`config.mk`:
```
export PLATFORM = sky130hd
export DESIGN_NAME = tri_timer_regs
export DESIGN_NICKNAME = d
export VERILOG_FILES = /design/src/rtl/tri_timer_pkg.sv /design/src/rtl/tri_timer_decode.sv /design/src/rtl/tri_timer_chan.sv /design/src/rtl/tri_timer_regs.sv
export SDC_FILE = /design/constraint.sdc
export NUM_CORES = 1
export LEC_CHECK = 0
export ABC_AREA = 1
export BUFFER_PORTS_ARGS = -buffer_cell sky130_fd_sc_hd__buf_2
export CAP_MARGIN = 40
export CORE_MARGIN = 2
export CORE_UTILIZATION = 33
export CTS_CLUSTER_SIZE = 25
export DETAILED_ROUTE_END_ITERATION = 10
export HOLD_SLACK_MARGIN = 0.03
export SLEW_MARGIN = 25
export SYNTH_ARGS = -nofsm -noshare
export SYNTH_HDL_FRONTEND = slang
export SYNTH_SLANG_ARGS = --single-unit
```
`constraint.sdc`:
```
create_clock -name clk -period 11.4 [get_ports clk]
set_input_delay 1.71 -clock clk [delete_from_list [all_inputs] [get_ports clk]]
set_output_delay 1.71 -clock clk [all_outputs]
set_load 0.03 [all_outputs]
```
`src/rtl/tri_timer_pkg.sv`:
```
package tri_timer_pkg;
  localparam int CTL_W   = 6;  // clock and counter control width
  localparam int EVC_W   = 3;  // event control width
  localparam int ST_W    = 6;  // status / enable width
  localparam int NMATCH  = 3;
  localparam int GRP_W   = 4;
  localparam int NGRP    = 11;
  localparam int RST_BIT = 4;  // counter-control reset request bit

  typedef enum logic [GRP_W-1:0] {
    G_CLK = 4'd0, G_CTL = 4'd1, G_CNT = 4'd2, G_IVL = 4'd3,
    G_MT0 = 4'd4, G_MT1 = 4'd5, G_MT2 = 4'd6, G_STS = 4'd7,
    G_IEN = 4'd8, G_EVC = 4'd9, G_EVV = 4'd10
  } grp_e;
endpackage

```
`src/rtl/tri_timer_decode.sv`:
```
module tri_timer_decode
  import tri_timer_pkg::*;
#(
  parameter int ADDR_W = 12,
  parameter int NUM_CH = 3
) (
  input  logic [ADDR_W-1:0] addr,
  output grp_e              grp,
  output logic [NUM_CH-1:0] sel,
  output logic              hit
);
  localparam int WORD_W = ADDR_W - 2;

  logic [WORD_W-1:0] word, quo, rem;

  always_comb begin
    word = addr[ADDR_W-1:2];
    quo  = word / WORD_W'(NUM_CH);
    rem  = word % WORD_W'(NUM_CH);
    hit  = word < WORD_W'(NGRP * NUM_CH);
    grp  = grp_e'(quo[GRP_W-1:0]);
  end

  for (genvar c = 0; c < NUM_CH; c++) begin : g_sel
    assign sel[c] = hit && (rem == WORD_W'(c));
  end


  always_comb begin
    one_sel_chk : assert ($onehot0(sel));
  end
endmodule

```
`src/rtl/tri_timer_chan.sv`:
```
module tri_timer_chan
  import tri_timer_pkg::*;
#(
  parameter int DATA_W = 32,
  parameter int CNT_W  = 16
) (
  input  logic                     clk,
  input  logic                     rst,
  input  logic                     wr,
  input  logic                     rd,
  input  grp_e                     grp,
  input  logic [DATA_W-1:0]        wdata,
  input  logic [CNT_W-1:0]         count_i,
  input  logic [CNT_W-1:0]         evtval_i,
  input  logic [ST_W-1:0]          evt_i,
  output logic [DATA_W-1:0]        rdata,
  output logic [CTL_W-1:0]         clk_ctrl,
  output logic [CTL_W-1:0]         cnt_ctrl,
  output logic                     cnt_rst,
  output logic [CNT_W-1:0]         interval,
  output logic [NMATCH*CNT_W-1:0]  match,
  output logic [EVC_W-1:0]         evt_ctrl,
  output logic                     irq
);
  localparam logic [CTL_W-1:0] CTL_RESET = CTL_W'(6'h21);
  localparam logic [CTL_W-1:0] CTL_KEEP  = ~(CTL_W'(1) << RST_BIT);

  logic [CTL_W-1:0] clk_q, ctl_q;
  logic [CNT_W-1:0] ivl_q;
  logic [ST_W-1:0]  ien_q, stat_q, stat_d, ien_d;
  logic [EVC_W-1:0] evc_q;
  logic             irq_q, rst_q, stat_rd;
  logic [CNT_W-1:0] match_q [NMATCH];

  always_comb begin
    stat_rd = rd && (grp == G_STS);
    stat_d  = (stat_rd ? '0 : stat_q) | evt_i;
    ien_d   = (wr && grp == G_IEN) ? wdata[ST_W-1:0] : ien_q;
  end

  always_ff @(posedge clk) begin
    if (rst) begin
      clk_q  <= '0;
      ctl_q  <= CTL_RESET;
      ivl_q  <= '0;
      ien_q  <= '0;
      evc_q  <= '0;
      stat_q <= '0;
      irq_q  <= 1'b0;
      rst_q  <= 1'b0;
    end else begin
      stat_q <= stat_d;
      ien_q  <= ien_d;
      irq_q  <= |(stat_d & ien_d);
      rst_q  <= wr && (grp == G_CTL) && wdata[RST_BIT];
      if (wr) begin
        case (grp)
          G_CLK:   clk_q <= wdata[CTL_W-1:0];
          G_CTL:   ctl_q <= wdata[CTL_W-1:0] & CTL_KEEP;
          G_IVL:   ivl_q <= wdata[CNT_W-1:0];
          G_EVC:   evc_q <= wdata[EVC_W-1:0];
          default: ;
        endcase
      end
    end
  end

  for (genvar k = 0; k < NMATCH; k++) begin : g_match
    localparam logic [GRP_W-1:0] MK = GRP_W'(int'(G_MT0) + k);
    always_ff @(posedge clk) begin
      if (rst)
        match_q[k] <= '0;
      else if (wr && (grp == MK))
        match_q[k] <= wdata[CNT_W-1:0];
    end
    assign match[k*CNT_W +: CNT_W] = match_q[k];


    match_hold_chk : assert property (@(posedge clk) disable iff (rst)
      !(wr && (grp == MK)) |=> $stable(match_q[k]));
  end

  always_comb begin
    rdata = '0;
    case (grp)
      G_CLK:   rdata[CTL_W-1:0] = clk_q;
      G_CTL:   rdata[CTL_W-1:0] = ctl_q;
      G_CNT:   rdata[CNT_W-1:0] = count_i;
      G_IVL:   rdata[CNT_W-1:0] = ivl_q;
      G_MT0:   rdata[CNT_W-1:0] = match_q[0];
      G_MT1:   rdata[CNT_W-1:0] = match_q[1];
      G_MT2:   rdata[CNT_W-1:0] = match_q[2];
      G_STS:   rdata[ST_W-1:0]  = stat_q;
      G_IEN:   rdata[ST_W-1:0]  = ien_q;
      G_EVC:   rdata[EVC_W-1:0] = evc_q;
      G_EVV:   rdata[CNT_W-1:0] = evtval_i;
      default: rdata = '0;
    endcase
  end

  assign clk_ctrl = clk_q;
  assign cnt_ctrl = ctl_q;
  assign cnt_rst  = rst_q;
  assign interval = ivl_q;
  assign evt_ctrl = evc_q;
  assign irq      = irq_q;


  stat_clear_chk : assert property (@(posedge clk) disable iff (rst)
    stat_rd |=> (stat_q == $past(evt_i)));


  stat_wr_ignored_chk : assert property (@(posedge clk) disable iff (rst)
    (wr && grp == G_STS && evt_i == '0) |=> (stat_q == $past(stat_q)));


  irq_level_chk : assert property (@(posedge clk) disable iff (rst)
    irq_q == |(stat_q & ien_q));


  rst_pulse_chk : assert property (@(posedge clk) disable iff (rst)
    rst_q |-> ($past(wr) && $past(grp == G_CTL) && !ctl_q[RST_BIT]));
endmodule

```
`src/rtl/tri_timer_regs.sv`:
```
module tri_timer_regs
  import tri_timer_pkg::*;
#(
  parameter int NUM_CH = 3,
  parameter int ADDR_W = 12,
  parameter int DATA_W = 32,
  parameter int CNT_W  = 16
) (
  input  logic                            clk,
  input  logic                            rst,
  input  logic                            bus_valid,
  input  logic                            bus_write,
  input  logic [ADDR_W-1:0]               bus_addr,
  input  logic [DATA_W-1:0]               bus_wdata,
  output logic [DATA_W-1:0]               bus_rdata,
  input  logic [NUM_CH*CNT_W-1:0]         count_i,
  input  logic [NUM_CH*CNT_W-1:0]         evtval_i,
  input  logic [NUM_CH*ST_W-1:0]          evt_i,
  output logic [NUM_CH*CTL_W-1:0]         clk_ctrl_o,
  output logic [NUM_CH*CTL_W-1:0]         cnt_ctrl_o,
  output logic [NUM_CH-1:0]               cnt_rst_o,
  output logic [NUM_CH*CNT_W-1:0]         interval_o,
  output logic [NUM_CH*NMATCH*CNT_W-1:0]  match_o,
  output logic [NUM_CH*EVC_W-1:0]         evt_ctrl_o,
  output logic [NUM_CH-1:0]               irq_o
);
  grp_e              grp;
  logic [NUM_CH-1:0] sel;
  logic              hit, rd_req;
  logic [DATA_W-1:0] ch_rdata [NUM_CH];
  logic [DATA_W-1:0] rd_mux, rdata_q;

  tri_timer_decode #(.ADDR_W(ADDR_W), .NUM_CH(NUM_CH)) i_decode (
    .addr(bus_addr), .grp(grp), .sel(sel), .hit(hit)
  );

  for (genvar c = 0; c < NUM_CH; c++) begin : g_ch
    tri_timer_chan #(.DATA_W(DATA_W), .CNT_W(CNT_W)) i_chan (
      .clk      (clk),
      .rst      (rst),
      .wr       (bus_valid && bus_write && sel[c]),
      .rd       (bus_valid && !bus_write && sel[c]),
      .grp      (grp),
      .wdata    (bus_wdata),
      .count_i  (count_i[c*CNT_W +: CNT_W]),
      .evtval_i (evtval_i[c*CNT_W +: CNT_W]),
      .evt_i    (evt_i[c*ST_W +: ST_W]),
      .rdata    (ch_rdata[c]),
      .clk_ctrl (clk_ctrl_o[c*CTL_W +: CTL_W]),
      .cnt_ctrl (cnt_ctrl_o[c*CTL_W +: CTL_W]),
      .cnt_rst  (cnt_rst_o[c]),
      .interval (interval_o[c*CNT_W +: CNT_W]),
      .match    (match_o[c*NMATCH*CNT_W +: NMATCH*CNT_W]),
      .evt_ctrl (evt_ctrl_o[c*EVC_W +: EVC_W]),
      .irq      (irq_o[c])
    );
  end

  always_comb begin
    rd_mux = '0;
    for (int c = 0; c < NUM_CH; c++)
      if (sel[c]) rd_mux = rd_mux | ch_rdata[c];
  end

  assign rd_req = bus_valid && !bus_write;

  always_ff @(posedge clk) begin
    if (rst)
      rdata_q <= '0;
    else
      rdata_q <= (rd_req && hit) ? rd_mux : '0;
  end

  assign bus_rdata = rdata_q;


  unmapped_zero_chk : assert property (@(posedge clk) disable iff (rst)
    (rd_req && !hit) |=> (bus_rdata == '0));


  idle_zero_chk : assert property (@(posedge clk) disable iff (rst)
    !rd_req |=> (bus_rdata == '0));
endmodule

```
Word level (Yosys, flattened, before mapping)
Memories as Yosys holds them, arrays and structs flattened.
Cells that the tools add are included.
{"block": "totals", "ff_bits": 164, "ramBits": 144, "out_inout_bits": 275, "word_cells": 169, "n_memories": 3}
{"block": "classes", "div_mod_pow": 2, "order_cmp": 1, "n_eq_ne": 12, "mux": 56, "n_bitwise": 18, "reduce_logical": 52}
{"memory": "g_ch[0].i_chan.match_q", "depth": 3, "width": 16, "read_ports": 3, "rd_clocked_by_memory_dff": 0, "wr": 3, "line_no": "tri_timer_chan.sv:33", "source": "logic [CNT_W-1:0] match_q [NMATCH];"}
{"memory": "g_ch[1].i_chan.match_q", "depth": 3, "width": 16, "read_ports": 3, "rd_clocked_by_memory_dff": 0, "wr": 3, "line_no": "tri_timer_chan.sv:33"}
{"memory": "g_ch[2].i_chan.match_q", "depth": 3, "width": 16, "read_ports": 3, "rd_clocked_by_memory_dff": 0, "wr": 3, "line_no": "tri_timer_chan.sv:33"}
{"operator": "one-hot mux 10 bit (6 select lines)", "count": 3}
{"operator": "two-way mux 16 bit", "count": 11}
{"operator": "one-hot mux 3 bit (11 select lines)", "count": 3}
{"operator": "one-hot mux 3 bit (10 select lines)", "count": 3}
{"operator": "two-way mux 6 bit", "count": 6}
{"operator": "logical AND 1 bit", "count": 33}
{"operator": "two-way mux 32 bit", "count": 1}
{"operator": "bitwise OR 32 x 16 -> 32 bit", "count": 1}
{"operator": "two-way mux 1 bit", "count": 29}
{"operator": "AND reduction 2 bit", "count": 12}
{"operator": "AND 6 bit", "count": 3}
{"operator": "bitwise OR 6 bit", "count": 3}
{"operator": "OR reduction 6 bit", "count": 3}
{"operator": "equality test 4 x 3 -> 1 bit, second input constant", "count": 4}
{"operator": "bitwise OR 16 bit", "count": 1}
{"operator": "equality test 4 bit, second input constant", "count": 3}
{"operator": "divider 10 x 2 -> 10 bit, second input constant", "count": 1}
{"operator": "equality test 10 x 1 -> 1 bit, second input constant", "count": 1}
{"operator": "equality test 10 x 2 -> 1 bit, second input constant", "count": 1}
{"operator": "logical NOT 10 bit", "count": 1}
{"operator": "< comparator 10 x 6 -> 1 bit, second input constant", "count": 1}
{"operator": "modulo 10 x 2 -> 10 bit, second input constant", "count": 1}
{"operator": "bitwise OR 1 bit", "count": 9}
{"operator": "equality test 4 x 2 -> 1 bit, second input constant", "count": 2}
{"operator": "5 further kinds", "count": 5}

Depth between registers and ports, before layout
Gate-level depths: netlist of run 1.
{"block": "depth", "word_depth": 9, "ltp_mapped": 40, "ltp_nobuf": 40}

Hierarchy
A second synthesis of run 1 with hierarchy kept.
{"block": "hier_totals", "hier_cells": 2034, "area_unflattened_um2": 15675.0}
{"module": "tri_timer_chan", "instances": 3, "cells_per_inst": 536, "area_each_um2": 4421.7, "seq_area_each_um2": 2322.2}
{"module": "tri_timer_regs", "instances": 1, "cells_per_inst": 287, "area_each_um2": 1679.1, "seq_area_each_um2": 640.6}
{"module": "tri_timer_decode", "instances": 1, "cells_per_inst": 139, "area_each_um2": 730.7, "seq_area_each_um2": 0.0}

Worst setup path before layout of run 1
No wires, ideal clock.
{"block": "synth_path", "path_type": "input port to flip-flop", "start": "input bus_addr[11]", "end": "memory g_ch[2].i_chan.match_q[0][0], enable pin", "arrival_time_ns": 6.195, "t_required_ns": 10.989, "setup_slack_ns": 4.794, "stages": 32, "path_cell_list": "inv_1 -> nand2_1 -> nand2_1 -> nand2_1 -> o21ai_1 -> nand2_2 -> o21ai_2 -> nand2_2 -> o21ai_1 -> nand2_1 -> o21ai_1 -> nand2_2 -> nand2_1 -> inv_1 -> nor2_2 -> ha_1 -> a21oi_4 -> nand2_4 -> nand2_1 -> nand2_1 -> inv_1 -> ha_1 -> inv_1 -> nand4_2 -> buf_2 -> nand2_1 -> nand2_1 -> nor2_4 -> nand2_2 -> nor2_8 -> inv_2 -> o21ai_0"}
{"item": "start: declaration", "line_no": "tri_timer_regs.sv:13", "source": "input logic [ADDR_W-1:0] bus_addr,"}
{"item": "end: declaration", "line_no": "tri_timer_chan.sv:33"}

==> results by group, run 1 <==
Status
  – Outcome: finished clean

Worst setup path
  – Worst setup path startpoint: bus_addr[11]
  – Data arrival time at the worst-slack endpoint: 7.34 ns
  – Library cell appearing most often on the critical path: sky130_fd_sc_hd__nand2_1
  – Startpoint Class: input pin
  – Biggest cell delay along the critical path: 0.70 ns
  – Worst R2R Path Depth: 6
  – R2R setup slack: 9.81 ns
  – CP Max Fanout: 38
  – Origin of the critical flop-to-flop path: g_ch[2].i_chan.match_q[2][10]
  – Slowest CP cell: sky130_fd_sc_hd__nand3_1
  – R2r endpoint: bus_rdata[10]
  – Worst setup path class: input pin to flip-flop
  – Data required, critical path: 11.77 ns
  – Capturing element type of the critical path: flip-flop

CTS
  – Number of buffers created by CTS: 35
  – Maximum level of the CTS H-tree: 2
  – Clock transition time at the flip-flop clock pins of the worst setup and hold paths: 0.06 ns
  – CTS tree: built
  – Maximum number of buffers from clock root to sink: 3
  – Hold buffer count at CTS: 0
  – CTS Root Cell: sky130_fd_sc_hd__clkbuf_16
  – Sinks on Clock Net: 292
  – Post-cts resize count: 0
  – Insertion delay of the later-clocked pin in the worst-skew pair: 0.55 ns
  – Post-CTS repair timing setup buffer count: 0

Detailed routing
  – Post-Route WL: 63.2 mm
  – Routed wirelength normalized by instance count: 24.0 um
  – Initial drt markers: 1,794
  – Residual DRC count: 0
  – Vias: 14,100
  – Count of antenna-violating nets left after detailed routing: 0
  – Vias per cell: 5.35
  – 1st-pass router iterations: 8

Yosys
  – Post-Synth Simple-Gate Area: 23.8%
  – Fraction of synthesized cell area in xor and xnor cells: 0.0624%
  – Post-synthesis async set-or-reset flop share: 0%
  – Number of enable-type register cells in the synthesized netlist: 144
  – Multiplexer share of the synthesized area: 0%
  – Top FF cell, synth: sky130_fd_sc_hd__dfxtp_1
  – Number of register bits inferred by synthesis: 292
  – Post-Syn Area per Cell: 8.21 um2
  – Part of the Yosys area used for sequential elements: 51.9%
  – YS warnings: 0
  – Dominant combinational cell family by area after synthesis: simple AND/OR/NAND/NOR gates
  – Synthesized-area fraction occupied by ao, oa, aoi and oai cells: 14.8%
  – Adder-cell share of the synthesized area: 0.178%
  – Synth unique cells: 46
  – Post-synthesis cell area: 14,000 um2
  – Gate count of the mapped netlist: 1,708

Timing
  – Unrepaired setup endpoints after global routing: false
  – Relative slew margins: 40.8%
  – Fin. max-slew vios: 0
  – Fin. Hold Viols: 0
  – Transition time of the tightest slew-check pin: 0.883 ns
  – Final clock skew: 0.0217 ns
  – Peak Freq: 144 MHz
  – Final WS setup: 4.43 ns
  – Final setup violation count: 0
  – Crit path time final: 6.97 ns
  – Total Negative Setup Slacks: 0 ns
  – Final cycle utilization of the critical path: 61.1%

Placed design
  – Number of buffer cells added on primary ports: 399
  – Post-Place Setup Slack: 3.90 ns
  – Final GP Congestion: 0.969
  – DP Area: 16,400 um2
  – Placed wire-length estimate after detailed placement: 46.7 mm

Global route
  – Antenna violations before repair: 7
  – Global-route wire length before repair: 89.2 mm
  – Number of global-route vias before repair: 13,200
  – GRT Overall Usage: 27.6%
  – Total grt overflow: 0
  – Largest net degree at the start of global routing: 65

Power and ir drop
  – Part of the power in the clock network: 41.8%
  – Post-route total power: 2740 uW
  – Switching power: 820 uW
  – Power density over the cells: 156 nW/um2
  – Share of total power in sequential cells: 42.2%
  – Leakage power of the design: 0.00797 uW
  – Switching part of the total power: 29.9%
  – Gate power share: 16.0%
  – VDD IR-drop max: 0.130 mV
  – Internal power of the cells: 1920 uW

Die
  – I/O pin total: 437
  – X dimension of the die: 210 um
  – Core Box Area: 41,900 um2
  – Initial Utilization: 33.4%
  – Die Ht: 210 um
  – Std-Cell Rows: 75
  – Die Outline Area: 44,200 um2

Hold path
  – Hold path cells: 2
  – Hold path endpoint: g_ch[2].i_chan.cnt_ctrl[1]
  – Min-delay src: g_ch[2].i_chan.cnt_ctrl[1]
  – Worst min-delay path category: flip-flop to flip-flop

Cells and area
  – Number of fillers in the final layout: 4,283
  – Layout cells sized above 1: 26.4%
  – Highest-count cells in the layout ignoring fill and taps: sky130_fd_sc_hd__buf_2, sky130_fd_sc_hd__nand2_1, sky130_fd_sc_hd__nor2_1
  – Combined flip-flop and latch cell area: 7290 um2
  – Non-Filler Cell Area, Final: 17,600 um2
  – Multi-input gate area: 5550 um2
  – Fraction of the core area covered by cells at the end of the flow: 42.0%
  – Commonest non-fill, non-tap cell in the layout: sky130_fd_sc_hd__buf_2
  – Area added between synthesis and finish: 25.5%
  – Number of nets in the final layout: 2,228

Run
  – Max-cap check violation count: 0
power by group through the flow:
| stage | Clock (uW) | Sequential, uW | Combinational (uW) |
|---|---|---|---|
| after floorplan | 0 | 1220 | 214 |
| after global placement | 0 | 1180 | 422 |
| after detailed placement | 0 | 1180 | 428 |
| after CTS | 1160 | 1150 | 430 |
| after global routing | 1200 | 1160 | 467 |
| final | 1150 | 1160 | 440 |
logic make-up after synthesis:
kind of cell,after synthesis
other,1
AO/OA/AOI/OAI,349
adder cells (fa/ha/maj),2
XOR/XNOR,1
AND/OR/NAND/NOR,767
buffers and inverters,296
flip-flops,292
synth_stat cells, types with 15 or more instances:
library cell	instances	area [um2]
sky130_fd_sc_hd__a21oi_1	104	521
sky130_fd_sc_hd__a22oi_1	65	488
sky130_fd_sc_hd__a31oi_1	18	113
sky130_fd_sc_hd__buf_2	35	175
sky130_fd_sc_hd__buf_4	31	233
sky130_fd_sc_hd__clkbuf_1	53	199
sky130_fd_sc_hd__dfxtp_1	148	2960
sky130_fd_sc_hd__edfxtp_1	144	4320
sky130_fd_sc_hd__inv_1	153	574
sky130_fd_sc_hd__inv_2	15	56.3
sky130_fd_sc_hd__nand2_1	377	1420
sky130_fd_sc_hd__nand3_1	96	480
sky130_fd_sc_hd__nand4_1	39	244
sky130_fd_sc_hd__nor2_1	202	758
sky130_fd_sc_hd__nor2_2	17	106
sky130_fd_sc_hd__o21ai_0	95	475
sky130_fd_sc_hd__o21ai_1	25	125
worst max-delay path, delay by kind of cell:
kind / cells / cell delay (ns)
and+or+nand+nor: 17 / 2.87
buffers and inverters: 7 / 1.42
AOI/OAI and AO/OA: 5 / 0.81
adders and majority gates: 2 / 0.48
layout make-up:
class | count | area share [%]
timing repair buffer | 423 | 12.9
clock buffer | 44 | 5.34
multi-input combinational | 1138 | 31.5
sequential | 292 | 41.4
antenna | 4 | 0.0569
clock inverter | 20 | 1.22
tap | 539 | 3.83
inverter | 174 | 3.71
worst max path at each step:
stage                                    endpoint  depth (start not counted)
detailed placement  g_ch[1].i_chan.match_q[2][11]                         31
floorplan            g_ch[2].i_chan.match_q[0][0]                         32
global placement    g_ch[0].i_chan.match_q[0][14]                         31
global route          g_ch[1].i_chan.interval[10]                         34
finish               g_ch[1].i_chan.match_q[2][7]                         31
CTS                  g_ch[1].i_chan.match_q[2][0]                         31
metrics by stage:
step,instances,hold WS (ns)
global route,2633,0.486
detailed placement,2560,0.459
CTS,2624,0.468
finish,2634,0.465
global placement,2551,0.451
floorplan,1726,0.462
registers in the layout, summed over array words and instances, names as in the netlist:
| signal | cells |
|---|---|
| g_ch.i_chan.cnt_ctrl | 15 |
| g_ch.i_chan.cnt_rst | 3 |
| g_ch.i_chan.evt_ctrl | 9 |
| g_ch.i_chan.clk_ctrl | 18 |
| g_ch.i_chan.ien_q | 18 |
| bus_rdata | 16 |
| g_ch.i_chan.stat_q | 18 |
| g_ch.i_chan.interval | 48 |
| g_ch.i_chan.match_q | 144 |
| g_ch.i_chan.irq | 3 |
layer usage:
layer  track usage [%]  part of all wire [%]
met1              37.1                    41
met2              43.8                    46
met3              6.20                   9.8
met4              9.56                   3.1
met5                 0                 0.021
No activity file was read; power rests on OpenSTA's default activity.
==> run 2, diff against run 1 <==
- ABC_AREA: 1 -> 0
- clock period: 11.4 -> 6.7 ns (I/O delays scaled with it)
==> run 2 against run 1 <==
Compared with the run above:
- area after synthesis increased by 1.9%
- first-iteration DRC count is 23% lower
- largest power group unchanged
- register-to-register slack worse by 5.1 ns
- setup slack worse by 3.9 ns
- worst hold slack better by 0.050 ns
- critical endpoint is now g_ch[1].i_chan.match_q[1][7]
- synthesized cell count decreased by 20%
- cell area up 6.6%
- sequential share of layout area is 2.6 points lower
- via count decreased by 5.3%
- sequential power is 70% higher
- non-clock buffer count rose by 88
==> results by group, run 2 <==
Detailed routing
  – Routed met3 length: 5.97 mm (was 6.22 mm)
  – Residual DRC count: 0 (unchanged)
  – Initial drt markers: 1,388 (was 1,794)
  – Vias per cell: 5.56 (was 5.35)
  – M1 wire length: 25.6 mm (was 25.9 mm)
  – Routed wirelength normalized by instance count: 27.9 um (was 24.0 um)
  – Count of antenna-violating nets left after detailed routing: 0 (unchanged)
  – Highest metal layer used by the detailed router: met5 (unchanged)
  – Vias: 13,400 (was 14,100)
  – Total length of routed met2 wires: 31.8 mm (was 29.1 mm)
  – Post-Route WL: 67.0 mm (was 63.2 mm)
  – 1st-pass router iterations: 9 (was 8)

Power and ir drop
  – VDD IR-drop max: 0.184 mV (was 0.130 mV)
  – Post-route total power: 4640 uW (was 2740 uW)
  – Leakage power of the design: 0.00781 uW (was 0.00797 uW)
  – Power density over the cells: 247 nW/um2 (was 156 nW/um2)

Cells and area
  – Layout cells sized above 1: 34.6% (was 26.4%)
  – Max FFs per register: 144 (unchanged)
  – Area added between synthesis and finish: 31.3% (was 25.5%)
  – Number of nets in the final layout: 1,949 (was 2,228)
  – Commonest non-fill, non-tap cell in the layout: sky130_fd_sc_hd__buf_2 (unchanged)
  – Highest-count cells in the layout ignoring fill and taps: sky130_fd_sc_hd__buf_2, sky130_fd_sc_hd__dfxtp_1, sky130_fd_sc_hd__and2_1 (was sky130_fd_sc_hd__buf_2, sky130_fd_sc_hd__nand2_1, sky130_fd_sc_hd__nor2_1)
  – Largest reg by FF count: g_ch.i_chan.match_q (unchanged)

Placed design
  – Number of buffer cells added on primary ports: 399 (unchanged)
  – Final GP Congestion: 0.964 (was 0.969)
  – Post-Place Setup Slack: 0.0488 ns (was 3.90 ns)
  – Placed wire-length estimate after detailed placement: 50.7 mm (was 46.7 mm)

Worst setup path
  – Origin of the critical flop-to-flop path: g_ch[2].i_chan.interval[1] (was g_ch[2].i_chan.match_q[2][10])
  – Cell-by-cell listing of the critical path: buf_2, and3b_1, or3_1, a32oi_2, and2_1, a211oi_2, nor2_2, ha_1, inv_1, a31oi_1, nor2_1, or4b_1, and2_0, ha_1, buf_4, a211o_1, or3_1, mux2i_1, or3b_1, or2_2, o21ai_4, buf_12
  – CP Max Fanout: 13 (was 38)
  – Startpoint Class: input pin (unchanged)
  – Data arrival time at the worst-slack endpoint: 6.43 ns (was 7.34 ns)
  – R2R setup slack: 4.67 ns (was 9.81 ns)
  – Worst setup path startpoint: bus_addr[8] (was bus_addr[11])
  – Capturing element type of the critical path: flip-flop (unchanged)
  – Data required, critical path: 6.94 ns (was 11.77 ns)
  – Worst setup path class: input pin to flip-flop (unchanged)
  – Biggest cell delay along the critical path: 0.56 ns (was 0.70 ns)
  – Slowest CP cell: sky130_fd_sc_hd__or4b_1 (was sky130_fd_sc_hd__nand3_1)

Timing
  – Final setup violation count: 0 (unchanged)
  – Final cycle utilization of the critical path: 92.4%
  – Final clock skew: 0.0126 ns (was 0.0217 ns)
  – WHS: 0.515 ns (was 0.465 ns)
  – Unrepaired setup endpoints after global routing: false (unchanged)
  – Fin. Hold Viols: 0 (unchanged)
  – Peak Freq: 161 MHz
  – Fin. max-slew vios: 0 (unchanged)
  – Total Negative Setup Slacks: 0 ns (unchanged)
  – Relative slew margins: 48.0% (was 40.8%)
  – Transition time of the tightest slew-check pin: 0.780 ns (was 0.883 ns)
  – Crit path time final: 6.19 ns
  – Final WS setup: 0.508 ns (was 4.43 ns)

CTS
  – Sinks on Clock Net: 292 (unchanged)
  – Post-cts resize count: 0 (unchanged)
  – CTS tree: built (unchanged)
  – CTS Root Cell: sky130_fd_sc_hd__clkbuf_16 (unchanged)
  – Hold buffer count at CTS: 0 (unchanged)
  – Maximum number of buffers from clock root to sink: 3 (unchanged)
  – Number of buffers created by CTS: 35 (unchanged)
  – Post-CTS repair timing setup buffer count: 0 (unchanged)
  – Maximum level of the CTS H-tree: 2 (unchanged)
  – Insertion delay of the later-clocked pin in the worst-skew pair: 0.52 ns (was 0.55 ns)
  – Clock transition time at the flip-flop clock pins of the worst setup and hold paths: 0.06 ns (about the same)

Yosys
  – Top FF cell, synth: sky130_fd_sc_hd__dfxtp_1 (unchanged)
  – Post-Synth Simple-Gate Area: 16.6% (was 23.8%)
  – Post-synthesis async set-or-reset flop share: 0% (unchanged)
  – Synth top area share: 30.2% (was 30.8%)
  – Post-synthesis cell area: 14,300 um2 (was 14,000 um2)
  – Dominant combinational cell family by area after synthesis: compound AO/OA/AOI/OAI gates (was simple AND/OR/NAND/NOR gates)
  – Synthesized-area fraction occupied by ao, oa, aoi and oai cells: 17.3% (was 14.8%)
  – Synth unique cells: 82 (was 46)
  – Adder-cell share of the synthesized area: 0.315% (was 0.178%)
  – Multiplexer share of the synthesized area: 9.71% (was 0%)
  – Part of the Yosys area used for sequential elements: 51.0% (was 51.9%)
  – YS warnings: 0 (unchanged)
  – Gate count of the mapped netlist: 1,361 (was 1,708)
  – Number of enable-type register cells in the synthesized netlist: 144 (unchanged)
  – Number of register bits inferred by synthesis: 292 (unchanged)
  – Post-Syn Area per Cell: 10.5 um2 (was 8.21 um2)
  – Synth top area cells: sky130_fd_sc_hd__edfxtp_1, sky130_fd_sc_hd__dfxtp_1, sky130_fd_sc_hd__mux2i_1, sky130_fd_sc_hd__and2_1, sky130_fd_sc_hd__nor2_1 (was sky130_fd_sc_hd__edfxtp_1, sky130_fd_sc_hd__dfxtp_1, sky130_fd_sc_hd__nand2_1, sky130_fd_sc_hd__nor2_1, sky130_fd_sc_hd__inv_1)
  – Count leader, synth: sky130_fd_sc_hd__dfxtp_1 (was sky130_fd_sc_hd__nand2_1)
  – Fraction of synthesized cell area in xor and xnor cells: 0.184% (was 0.0624%)
  – Synth cell count leaders: sky130_fd_sc_hd__dfxtp_1, sky130_fd_sc_hd__and2_1, sky130_fd_sc_hd__nor2_1 (was sky130_fd_sc_hd__nand2_1, sky130_fd_sc_hd__nor2_1, sky130_fd_sc_hd__inv_1)
  – Cell taking the most area after synthesis: sky130_fd_sc_hd__edfxtp_1 (unchanged)

Die
  – Initial Utilization: 33.3% (was 33.4%)
  – Std-Cell Rows: 76 (was 75)
  – Die Outline Area: 45,000 um2 (was 44,200 um2)
  – Core Box Area: 42,900 um2 (was 41,900 um2)
  – X dimension of the die: 212 um (was 210 um)
  – I/O pin total: 437 (unchanged)
  – Die Ht: 212 um (was 210 um)

Global route
  – Total grt overflow: 0 (unchanged)
  – Antenna violations before repair: 7 (unchanged)
  – Number of global-route vias before repair: 12,900 (was 13,200)
  – Global-route wire length before repair: 93.4 mm (was 89.2 mm)
  – GRT Overall Usage: 29.1% (was 27.6%)
  – Largest net degree at the start of global routing: 51 (was 65)

Status
  – Outcome: finished clean (unchanged)

Hold path
  – Worst min-delay path category: flip-flop to flip-flop (unchanged)
  – Min-delay src: g_ch[0].i_chan.cnt_ctrl[5] (was g_ch[2].i_chan.cnt_ctrl[1])

Run
  – Max-cap check violation count: 0 (unchanged)
-- run 2: cell count changes in the layout (fill, tap and decap cells not counted), moves of 54 or more --
cell,delta
sky130_fd_sc_hd__nand2_1,-324
sky130_fd_sc_hd__and2_1,+147
sky130_fd_sc_hd__inv_1,-143
sky130_fd_sc_hd__mux2i_1,+123
sky130_fd_sc_hd__buf_4,+85
sky130_fd_sc_hd__nand3_1,-80
sky130_fd_sc_hd__o21ai_0,-74
sky130_fd_sc_hd__nor2_1,-56
sky130_fd_sc_hd__a21oi_1,-54
-- run 2: worst paths after layout --
| check | depth (start not counted) | endpoint |
|---|---|---|
| worst min-delay path | 2 | g_ch[0].i_chan.cnt_ctrl[5] |
| worst min register to register | 2 | g_ch[0].i_chan.cnt_ctrl[5] |
| worst max-delay path | 22 | g_ch[1].i_chan.match_q[1][7] |
| worst max register to register | 5 | bus_rdata[1] |
-- run 2: logic make-up (layout without fill, tap and decap cells) --
family	count (synthesis)	after routing
AND/OR/NAND/NOR	443	443
AO/OA/AOI/OAI	329	329
flip-flops	292	292
buffers and inverters	152	583
multiplexers	137	137
adder cells (fa/ha/maj)	4	4
XOR/XNOR	3	3
other	1	27
-- run 2: cell type report --
cell class,instances,area (um2)
fill,4200,24100
sequential,292,7290
multi-input combinational,935,6530
timing repair buffer,511,3080
clock buffer,45,976
tap,585,732
clock inverter,17,109
inverter,10,37.5
antenna,8,20.0
-- run 2: critical path: cells and delay by family --
family,cells,cell delay [ns]
muxes,1,0.17
AOI/OAI and AO/OA,5,1.15
and+or+nand+nor,10,3.06
buffers and inverters,4,0.58
adders and majority gates,2,0.43
-- run 2: power breakdown --
group / internal [uW] / switching, uW / total, uW
clock: 1070 / 774 / 1840
combinational: 274 / 561 / 835
sequential: 1920 / 44.2 / 1970
-- run 2: per-layer routing --
metal / vias up / track usage, %
met5: - / 0
met4: 2 / 14.7
met3: 134 / 5.89
met2: 802 / 48.4
met1: 6543 / 35.7
li1: 5871 / -
-- run 2: metrics by stage --
stage | utilization, % | cells | area [um2]
2_1_floorplan | - | 1379 | 14500
3_3_place_gp | 41.2 | 2333 | 17700
3_5_place_dp | 41.2 | 2333 | 17700
4_1_cts | 43.7 | 2395 | 18800
5_1_grt | 43.7 | 2395 | 18800
6_report | 43.8 | 2403 | 18800
==> run 3, diff against run 2 <==
- SYNTH_HIERARCHICAL: default -> 1
==> run 3 against run 2 <==
Compared with the run above:
- sequential power rose by 5%
- utilization fell by 1.2 points
- clock skew rose by 0.019 ns
- non-clock buffer count fell by 9
- critical path type unchanged
- flip-flop and latch count rose by 16
- combinational power rose by 11%
- die area rose by 8.3%
- critical endpoint is now bus_rdata[5]
- area after synthesis rose by 8.5%
- cell count rose by 9.4%
- setup slack improved by 0.33 ns
- synthesized cell count rose by 15%
- worst hold slack got worse by 0.039 ns
==> results by group, run 3 <==
Global route
  – Total grt overflow: 0 (unchanged)
  – GRT Overall Usage: 25.9% (was 29.1%)
  – Antenna violations before repair: 10 (was 7)
  – Number of global-route vias before repair: 13,900 (was 12,900)
  – Global-route wire length before repair: 92.1 mm (was 93.4 mm)
  – Largest net degree at the start of global routing: 72 (was 51)

Cells and area
  – Area added between synthesis and finish: 27.5% (was 31.3%)
  – Commonest non-fill, non-tap cell in the layout: sky130_fd_sc_hd__buf_2 (unchanged)
  – Layout cells sized above 1: 30.9% (was 34.6%)
  – Max FFs per register: 144 (unchanged)
  – Largest reg by FF count: g_ch.i_chan/match_q (was g_ch.i_chan.match_q)
  – Highest-count cells in the layout ignoring fill and taps: sky130_fd_sc_hd__buf_2, sky130_fd_sc_hd__dfxtp_1, sky130_fd_sc_hd__and2_1, sky130_fd_sc_hd__nand2_1, sky130_fd_sc_hd__edfxtp_1 (was sky130_fd_sc_hd__buf_2, sky130_fd_sc_hd__dfxtp_1, sky130_fd_sc_hd__and2_1)
  – Fraction of the core area covered by cells at the end of the flow: 42.6% (was 43.8%)
  – Number of nets in the final layout: 2,153 (was 1,949)
  – Number of fillers in the final layout: 4,617 (was 4,200)

Timing
  – Total Negative Setup Slacks: 0 ns (unchanged)
  – Crit path time final: 5.86 ns (was 6.19 ns)
  – Final setup violation count: 0 (unchanged)
  – Transition time of the tightest slew-check pin: 0.876 ns (was 0.780 ns)
  – Final cycle utilization of the critical path: 87.4% (was 92.4%)
  – Final clock skew: 0.0319 ns (was 0.0126 ns)
  – Relative slew margins: 41.6% (was 48.0%)
  – Fin. Hold Viols: 0 (unchanged)
  – Fin. max-slew vios: 0 (unchanged)
  – Final WS setup: 0.842 ns (was 0.508 ns)
  – Unrepaired setup endpoints after global routing: false (unchanged)
  – Peak Freq: 171 MHz (was 161 MHz)

Yosys
  – Post-synthesis async set-or-reset flop share: 0% (unchanged)
  – Post-Syn Area per Cell: 9.95 um2 (was 10.5 um2)
  – Number of register bits inferred by synthesis: 308 (was 292)
  – Synth cell count leaders: sky130_fd_sc_hd__dfxtp_1, sky130_fd_sc_hd__nand2_1, sky130_fd_sc_hd__and2_1 (was sky130_fd_sc_hd__dfxtp_1, sky130_fd_sc_hd__and2_1, sky130_fd_sc_hd__nor2_1)
  – Top FF cell, synth: sky130_fd_sc_hd__dfxtp_1 (unchanged)
  – Synth top area share: 27.9% (was 30.2%)
  – Synth unique cells: 88 (was 82)
  – Post-synthesis cell area: 15,500 um2 (was 14,300 um2)
  – Cell taking the most area after synthesis: sky130_fd_sc_hd__edfxtp_1 (unchanged)
  – YS warnings: 6 (was 0)
  – Number of enable-type register cells in the synthesized netlist: 144 (unchanged)
  – Synth top area cells: sky130_fd_sc_hd__edfxtp_1, sky130_fd_sc_hd__dfxtp_1, sky130_fd_sc_hd__and2_1, sky130_fd_sc_hd__mux2i_1, sky130_fd_sc_hd__a22oi_1 (was sky130_fd_sc_hd__edfxtp_1, sky130_fd_sc_hd__dfxtp_1, sky130_fd_sc_hd__mux2i_1, sky130_fd_sc_hd__and2_1, sky130_fd_sc_hd__nor2_1)
  – Gate count of the mapped netlist: 1,559 (was 1,361)
  – Part of the Yosys area used for sequential elements: 49.0% (was 51.0%)
  – Count leader, synth: sky130_fd_sc_hd__dfxtp_1 (unchanged)

Hold path
  – Min-delay src: g_ch[1].i_chan/interval[15] (was g_ch[0].i_chan.cnt_ctrl[5])
  – Worst min-delay path category: flip-flop to flip-flop (unchanged)
  – Hold path cells: 2 (unchanged)

CTS
  – Insertion delay of the later-clocked pin in the worst-skew pair: 0.57 ns (was 0.52 ns)
  – Number of buffers created by CTS: 38 (was 35)
  – Post-cts resize count: 0 (unchanged)
  – Maximum level of the CTS H-tree: 2 (unchanged)
  – Clock transition time at the flip-flop clock pins of the worst setup and hold paths: 0.06 ns (about the same)
  – Maximum number of buffers from clock root to sink: 3 (unchanged)
  – Hold buffer count at CTS: 0 (unchanged)
  – Post-CTS repair timing setup buffer count: 0 (unchanged)
  – CTS tree: built (unchanged)
  – Sinks on Clock Net: 308 (was 292)
  – CTS Root Cell: sky130_fd_sc_hd__clkbuf_16 (unchanged)

Die
  – Core Box Area: 46,500 um2 (was 42,900 um2)
  – Initial Utilization: 33.4% (was 33.3%)
  – Std-Cell Rows: 79 (was 76)
  – Die Ht: 221 um (was 212 um)
  – Die Outline Area: 48,800 um2 (was 45,000 um2)
  – X dimension of the die: 221 um (was 212 um)
  – I/O pin total: 437 (unchanged)

Detailed routing
  – Vias: 14,300 (was 13,400)
  – Residual DRC count: 0 (unchanged)
  – M1 wire length: 26.3 mm (was 25.6 mm)
  – Routed met3 length: 5.68 mm (was 5.97 mm)
  – Initial drt markers: 1,316 (was 1,388)
  – Highest metal layer used by the detailed router: met5 (unchanged)
  – Post-Route WL: 64.8 mm (was 67.0 mm)
  – Routed wirelength normalized by instance count: 24.7 um (was 27.9 um)
  – Count of antenna-violating nets left after detailed routing: 0 (unchanged)
  – 1st-pass router iterations: 7 (was 9)
  – Vias per cell: 5.46 (was 5.56)
  – Total length of routed met2 wires: 30.7 mm (was 31.8 mm)

Worst setup path
  – Worst setup path startpoint: bus_addr[6] (was bus_addr[8])
  – Worst setup path class: input pin to flip-flop (unchanged)
  – Data required, critical path: 7.12 ns (was 6.94 ns)
  – CP Max Fanout: 16 (was 13)
  – Data arrival time at the worst-slack endpoint: 6.28 ns (was 6.43 ns)
  – Capturing element type of the critical path: flip-flop (unchanged)
  – Origin of the critical flop-to-flop path: g_ch[0].i_chan/clk_ctrl[2] (was g_ch[2].i_chan.interval[1])
  – Worst R2R Path Depth: 6 (was 5)
  – Startpoint Class: input pin (unchanged)

Power and ir drop
  – Post-route total power: 5090 uW (was 4640 uW)
  – VDD IR-drop max: 0.161 mV (was 0.184 mV)
  – Leakage power of the design: 0.00835 uW (was 0.00781 uW)
  – Power density over the cells: 258 nW/um2 (was 247 nW/um2)

Run
  – Max-cap check violation count: 0 (unchanged)

Placed design
  – Post-Place Setup Slack: 0.349 ns (was 0.0488 ns)
  – Placed wire-length estimate after detailed placement: 48.1 mm (was 50.7 mm)
  – Number of buffer cells added on primary ports: 415 (was 399)
  – Final GP Congestion: 0.912 (was 0.964)

Status
  – Outcome: finished clean (unchanged)
[run 3: kinds of logic (layout without fill, tap and decap cells)]
kind of cell / count (synthesis) / count (layout) / synth area share [%]
multiplexers: 89 / 89 / 6.03
buffers and inverters: 175 / 586 / 6.62
flip-flops: 308 / 308 / 49.0
AO/OA/AOI/OAI: 351 / 351 / 16.4
adder cells (fa/ha/maj): 2 / 2 / 0.161
other: 3 / 54 / 0.0726
AND/OR/NAND/NOR: 625 / 625 / 21.3
XOR/XNOR: 6 / 6 / 0.339
[run 3: where the power goes]
part | switching (uW) | internal [uW]
clock network | 853 | 1250
logic | 624 | 307
registers | 40.8 | 2020
[run 3: final cells by class]
cell class	count	area, um2	area share [%]
Timing Repair Buffer	502	2970	15.0
Antenna cell	3	7.51	0.0380
Multi-Input combinational cell	1124	7110	35.9
Tap cell	607	759	3.84
Clock inverter	15	188	0.949
Clock buffer	54	1080	5.47
Inverter	15	56.3	0.285
Sequential cell	308	7610	38.5
[run 3: final timing paths]
path | end | slack [ns]
max | bus_rdata[5] | 0.84
min reg2reg | g_ch[1].i_chan/interval[15] | 0.48
max reg2reg | bus_rdata[2] | 4.69
min | g_ch[1].i_chan/interval[15] | 0.48
[run 3: worst max-delay path: stages]
cell	delay, ns
sky130_fd_sc_hd__buf_2	0.17
sky130_fd_sc_hd__or4b_1	0.56
sky130_fd_sc_hd__mux2i_1	0.19
sky130_fd_sc_hd__o22ai_1	0.23
sky130_fd_sc_hd__nand2_1	0.14
sky130_fd_sc_hd__nor3_1	0.06
sky130_fd_sc_hd__o22ai_1	0.28
sky130_fd_sc_hd__inv_1	0.13
sky130_fd_sc_hd__ha_1	0.31
sky130_fd_sc_hd__buf_4	0.20
sky130_fd_sc_hd__or4_1	0.50
sky130_fd_sc_hd__o211a_2	0.20
sky130_fd_sc_hd__o221ai_4	0.28
sky130_fd_sc_hd__buf_12	0.20
sky130_fd_sc_hd__buf_4	0.19
sky130_fd_sc_hd__nand2b_1	0.25
sky130_fd_sc_hd__nor3_2	0.14
sky130_fd_sc_hd__a22oi_1	0.29
sky130_fd_sc_hd__o21ai_1	0.09
sky130_fd_sc_hd__or4_1	0.47
sky130_fd_sc_hd__a222oi_1	0.30
sky130_fd_sc_hd__nor2_1	0.07
[run 3: per-stage QoR]
stage | hold slack [ns] | std cells | instance area (um2)
after global routing | 0.486 | 2627 | 19800
after global placement | 0.456 | 2554 | 18400
final | 0.476 | 2628 | 19800
after floorplan | 0.461 | 1607 | 15700
after detailed placement | 0.467 | 2556 | 18500
after CTS | 0.475 | 2625 | 19800
[run 3: metal layers]
| layer | up-vias | track usage [%] |
|---|---|---|
| met2 | 711 | 41.7 |
| li1 | 6491 | - |
| met5 | - | 0 |
| met1 | 7018 | 33.7 |
| met3 | 117 | 6.31 |
| met4 | 12 | 9.24 |
